<file path="config.mk">
export PLATFORM = sky130hd
export DESIGN_NAME = xfer_dir_tracker
export DESIGN_NICKNAME = d
export VERILOG_FILES = /design/src/rtl/xfer_dir_pkg.sv /design/src/rtl/rx_track.sv /design/src/rtl/tx_track.sv /design/src/rtl/bufstat_mux.sv /design/src/rtl/xfer_dir_tracker.sv
export SDC_FILE = /design/constraint.sdc
export NUM_CORES = 1
export LEC_CHECK = 0
export ABC_AREA = 1
export BUFFER_PORTS_ARGS = -buffer_cell sky130_fd_sc_hd__buf_2
export CAP_MARGIN = 40
export CORE_AREA = 10 10 47 49
export DETAILED_ROUTE_END_ITERATION = 7
export DIE_AREA = 0 0 57 59
export GPL_TIMING_DRIVEN = 0
export PLACE_DENSITY = 0.54
export RECOVER_POWER = 25
export SYNTH_ARGS = -nofsm -noshare
export SYNTH_HDL_FRONTEND = slang
export SYNTH_SLANG_ARGS = --single-unit
export TNS_END_PERCENT = 1
</file>
<file path="constraint.sdc">
create_clock -name clk -period 0.92 [get_ports clk]
set_input_delay 0.046 -clock clk [delete_from_list [all_inputs] [get_ports clk]]
set_output_delay 0.046 -clock clk [all_outputs]
set_load 0.05 [all_outputs]
</file>
<file path="src/rtl/xfer_dir_pkg.sv">
package xfer_dir_pkg;

    typedef enum logic [1:0] {
        KIND_NODATA = 2'b00,
        KIND_READ   = 2'b01,
        KIND_WRITE  = 2'b10,
        KIND_MREAD  = 2'b11
    } xfer_kind_e;

    typedef struct packed {
        logic       start;
        logic       stop;
        xfer_kind_e kind;
    } cmd_evt_t;

    function automatic logic kind_is_read(input xfer_kind_e k);
        return (k == KIND_READ) || (k == KIND_MREAD);
    endfunction

endpackage

</file>
<file path="src/rtl/rx_track.sv">
module rx_track
    import xfer_dir_pkg::*;
(
    input  logic     clk,
    input  logic     clr,
    input  cmd_evt_t ev,
    input  logic     data_done,
    input  logic     rx_empty,
    output logic     rx_on
);
    logic rx_q, multi_q, done_q;
    logic rx_d, multi_d, done_d;

    always_comb begin
        rx_d    = rx_q;
        multi_d = multi_q;
        done_d  = done_q;
        if (ev.start && ev.stop) begin
            rx_d    = 1'b0;
            multi_d = 1'b0;
            done_d  = 1'b0;
        end else if (ev.start && kind_is_read(ev.kind)) begin
            rx_d    = 1'b1;
            multi_d = (ev.kind == KIND_MREAD);
            done_d  = 1'b0;
        end else if (ev.start && ev.kind == KIND_WRITE) begin
            rx_d    = 1'b0;
            multi_d = 1'b0;
            done_d  = 1'b0;
        end else if (rx_q && !multi_q) begin
            if ((done_q || data_done) && rx_empty) begin
                rx_d   = 1'b0;
                done_d = 1'b0;
            end else if (data_done) begin
                done_d = 1'b1;
            end
        end
    end

    always_ff @(posedge clk) begin
        if (clr) begin
            rx_q    <= 1'b0;
            multi_q <= 1'b0;
            done_q  <= 1'b0;
        end else begin
            rx_q    <= rx_d;
            multi_q <= multi_d;
            done_q  <= done_d;
        end
    end

    assign rx_on = rx_q;

    assert_rd_start_R2: assert property (@(posedge clk) disable iff (clr)
        (ev.start && !ev.stop && kind_is_read(ev.kind)) |=> rx_q);

    assert_stop_clear_R4: assert property (@(posedge clk) disable iff (clr)
        (ev.start && ev.stop) |=> !rx_q);

    assert_multi_hold_R4: assert property (@(posedge clk) disable iff (clr)
        (rx_q && multi_q && !ev.start) |=> rx_q);

    assert_single_hold_R3: assert property (@(posedge clk) disable iff (clr)
        (rx_q && !multi_q && !ev.start && !rx_empty) |=> rx_q);

endmodule

</file>
<file path="src/rtl/tx_track.sv">
module tx_track
    import xfer_dir_pkg::*;
(
    input  logic     clk,
    input  logic     clr,
    input  cmd_evt_t ev,
    input  logic     cmd_complete,
    output logic     tx_on
);
    logic tx_q;

    always_ff @(posedge clk) begin
        if (clr) begin
            tx_q <= 1'b0;
        end else if (ev.start && !ev.stop && ev.kind == KIND_WRITE) begin
            tx_q <= 1'b1;
        end else if (ev.start && !ev.stop && kind_is_read(ev.kind)) begin
            tx_q <= 1'b0;
        end else if (cmd_complete && !ev.start) begin
            tx_q <= 1'b0;
        end
    end

    assign tx_on = tx_q;

    assert_wr_start_R7: assert property (@(posedge clk) disable iff (clr)
        (ev.start && !ev.stop && ev.kind == KIND_WRITE) |=> tx_q);

    assert_complete_drop_R8: assert property (@(posedge clk) disable iff (clr)
        (cmd_complete && !ev.start) |=> !tx_q);

endmodule

</file>
<file path="src/rtl/bufstat_mux.sv">
module bufstat_mux (
    input  logic hold,
    input  logic sel_rx,
    input  logic rx_empty,
    input  logic rx_full,
    input  logic tx_empty,
    input  logic tx_full,
    output logic buf_empty,
    output logic buf_full
);
    always_comb begin
        if (hold) begin
            buf_empty = 1'b1;
            buf_full  = 1'b0;
        end else if (sel_rx) begin
            buf_empty = rx_empty;
            buf_full  = rx_full;
        end else begin
            buf_empty = tx_empty;
            buf_full  = tx_full;
        end
    end
endmodule

</file>
<file path="src/rtl/xfer_dir_tracker.sv">
module xfer_dir_tracker
    import xfer_dir_pkg::*;
#(
    parameter int IDX_W    = 6,
    parameter int STOP_IDX = 12
) (
    input  logic             clk,
    input  logic             rst,
    input  logic             sw_rst,
    input  logic             cmd_start,
    input  logic [1:0]       cmd_kind,
    input  logic [IDX_W-1:0] cmd_index,
    input  logic             data_done,
    input  logic             rx_empty,
    input  logic             rx_full,
    input  logic             tx_empty,
    input  logic             tx_full,
    input  logic             cmd_complete,
    output logic             rx_active,
    output logic             tx_active,
    output logic             buf_empty,
    output logic             buf_full
);
    localparam logic [IDX_W-1:0] STOP_CODE = IDX_W'(STOP_IDX);

    logic     clr;
    cmd_evt_t ev;
    logic     rx_on, tx_on;

    assign clr      = rst | sw_rst;
    assign ev.start = cmd_start;
    assign ev.stop  = (cmd_index == STOP_CODE);
    assign ev.kind  = xfer_kind_e'(cmd_kind);

    rx_track u_rx (
        .clk       (clk),
        .clr       (clr),
        .ev        (ev),
        .data_done (data_done),
        .rx_empty  (rx_empty),
        .rx_on     (rx_on)
    );

    tx_track u_tx (
        .clk          (clk),
        .clr          (clr),
        .ev           (ev),
        .cmd_complete (cmd_complete),
        .tx_on        (tx_on)
    );

    bufstat_mux u_mux (
        .hold      (clr),
        .sel_rx    (rx_on),
        .rx_empty  (rx_empty),
        .rx_full   (rx_full),
        .tx_empty  (tx_empty),
        .tx_full   (tx_full),
        .buf_empty (buf_empty),
        .buf_full  (buf_full)
    );

    assign rx_active = rx_on & ~clr;
    assign tx_active = tx_on & ~clr;

    assert_exclusive_R9: assert property (@(posedge clk) disable iff (clr)
        !(rx_on && tx_on));

    assert_rst_idle_R1: assert property (@(posedge clk)
        rst |=> (!rx_on && !tx_on));

    assert_swrst_idle_R10: assert property (@(posedge clk)
        sw_rst |=> (!rx_on && !tx_on));

endmodule

</file>
==> flow_summary.ini <==
[run_status]
status = finished with violations
violations = setup timing

[sta]
fin_setup_tns_ns = -0.3506
min_period_ns = 1.066
timing.fmax_mhz = 938.1
fin_ws_ns = -0.1460
finClkSkew_ns = 0.005454
slew_headroom_pct = 87.84
worst_pin_slew_ns = 0.1817
period_share_pct = 115.9
setup_viol = 3
rsz0062_at_grt = yes
slew_violations = 0
hold_viol_final = 0

[final_layout]
area_growth_syn_to_layout_pct = 67.43
final_cell_area_um2 = 456.7
drive_above_1_share_pct = 47.89
fill_cells = 173
fin_nets = 91
num_antenna_cells = 0
multiInputGateArea_um2 = 175.2
ff_latch_area_um2 = 85.08

[power]
p_leak_nw = 0.2249
swShare_pct = 27.56
p_per_area_nw_per_um2 = 1126
intPower_mw = 0.3725
peakVddDrop_mv = 0.5408
pwr-share-clk_pct = 42.8
total_power_mw = 0.5143
pwr-share-comb_pct = 22.2
p_sw_mw = 0.1418
power_frac_seq_pct = 35.0

[global_route]
grt_pass1_vias = 361
antenna_found_initial = 0
grt_pass1_wl_mm = 1.393
grt_usage_pct = 5.277
grt_max_degree = 6
overflow = 0

[die]
num_rows = 14
core_area_um2 = 1401
initial_utilization_pct = 19.46
die_h_um = 59
ios = 22
dieArea_um2 = 3363
die_x_um = 57

[worst_setup_path]
worstPathArrival_ns = 1.02
max_stage_delay_ns = 0.36
crit_slowest_cell = dfxtp_4
path_class = register to primary output
startpoint = u_rx.rx_on
end_kind = primary output
critPathLaunchType = register
required_ns = 0.87
r2r_start = u_rx.rx_on
reg2reg_setup_slack_ns = 0.10
crit_family = flip-flops
r2r_cells = 6
r2r-end = u_rx.done_q
crit_buf_inv = 2
crit_chain = inv_6 -> o211ai_1 -> buf_4
critPathMaxFanout = 5

[synthesis]
synth_warnings = 0
yosysTopAreaCellShare_pct = 29.36
yosys-top-cells-count = 13 x nand2_1, 10 x nor2_1, 6 x inv_1
netlist_area_um2 = 272.8
yosysSeqAreaShare_pct = 29.36
synthDistinctLibCells = 12
synth.area.top_cells = dfxtp_1 29%, nand2_1 18%, nor2_1 14%
synth-seq-cells = 4
synthFlopType = dfxtp_1
synthCells = 47
async_reset_ff_share_pct = 0
synth_fp_nets = 65
synth_edf_count = 0
avgSynthCellArea_um2 = 5.803
synth_largest_area_cell = dfxtp_1
yosysMostFrequentCell = nand2_1

[drt]
wl_per_cell_um = 9.425
routed_wl_um = 820
drt-initial-drc-count = 3
antenna_left = 0
vias = 355
first_pass_iters = 4
via_per_inst = 4.080
route.detailed.drc = 0

[placement]
port_buffers = 21
dpl_cell_area_um2 = 402.9
pre_cts_ws_ns = 0.01277
place.gp.congestion = 0.6698
hpwl_um = 721.7

[clock_tree]
h-tree-depth = 1
cts_setup_buffers = 0
clockBufferDepth = 2
hold_buffers = 0
clock-sinks = 4
clk-insertion-delay-late_ns = 0.24
cts_tree = yes
numCtsBuffers = 3
cts_root_buffer = clkbuf_4
clkTransAtPathRegs_ns = 0.04

[min_path]
min_path_type = input port to register
holdPathEnd = u_tx.tx_on
whs_path_depth = 4
min-delay-start = cmd_complete

[job]
drv_cap = 0
per-layer routing:
metal | track usage, % | up-vias | part of all wire, %
met5 | 0 | - | 0
met4 | 0 | 0 | 0
met3 | 5.365 | 0 | 12
met2 | 9.457 | 13 | 55
met1 | 4.286 | 144 | 32
li1 | - | 198 | -
what timing repair did:
item | 4_1_cts | 5_1_grt
pin swaps | 0 | 1
cloned | 0 | 0
endpoints found under the setup margin | 4 | 5
gates resized for setup | 6 | 7
how the worst max path moves through the flow:
stage	cells after the start	slack [ns]	to
after CTS	3	-0.17	buf_empty
after detailed placement	4	0.01	buf_full
after floorplan	2	-0.29	buf_empty
after global routing	3	-0.21	buf_empty
after global placement	4	0.02	buf_full
final	3	-0.15	buf_empty
flip-flops by register name, summed over array words and instances (netlist names):
| name | flops |
|---|---|
| u_rx.multi_q | 1 |
| u_tx.tx_on | 1 |
| u_rx.done_q | 1 |
| u_rx.rx_on | 1 |
cell type report:
cell class                 count  share of cell area, %
timing repair buffer          21                  26.85
tap                           16                  4.384
sequential                     4                  18.63
inverter                       7                  6.849
clock buffer                   3                  4.932
multi-input combinational     36                  38.36
power by group through the flow:
| stage | logic, mW | clock network [mW] | registers (mW) |
|---|---|---|---|
| 2_1_floorplan | 0.0587 | 0 | 0.183 |
| 3_3_place_gp | 0.108 | 0 | 0.183 |
| 3_5_place_dp | 0.109 | 0 | 0.183 |
| 4_1_cts | 0.114 | 0.231 | 0.181 |
| 5_1_grt | 0.130 | 0.249 | 0.180 |
| 6_report | 0.114 | 0.220 | 0.180 |
tightest hold or removal path: stages:
cell	delay, ns
buf_2	0.07
a21oi_1	0.05
nand2_1	0.05
a21oi_1	0.05
metrics by stage:
step	instances	util, %	hold WS (ns)
2_1_floorplan	47	-	0.1922
3_3_place_gp	84	28.75	0.3360
3_5_place_dp	84	28.75	0.3370
4_1_cts	87	31.52	0.08433
5_1_grt	87	32.59	0.1105
6_report	87	32.59	0.08137
kinds of logic (layout without fill, tap and decap cells):
kind of cell,count (synthesis),count (layout),share of synthesized area (%)
and+or+nand+nor,29,29,45.88
buffers and inverters,7,31,9.631
DFF,4,4,29.36
AOI/OAI and AO/OA,7,7,15.14
placed cells by master, fill, tap and decap left out, types with 3 or more instances in the layout:
cell type / count
nand3_1: 3
nand2_1: 13
nor2_1: 8
nor2_2: 3
inv_1: 5
buf_2: 17
a21oi_1: 4
clkbuf_4: 3
Power figures use the tool's default switching activity.
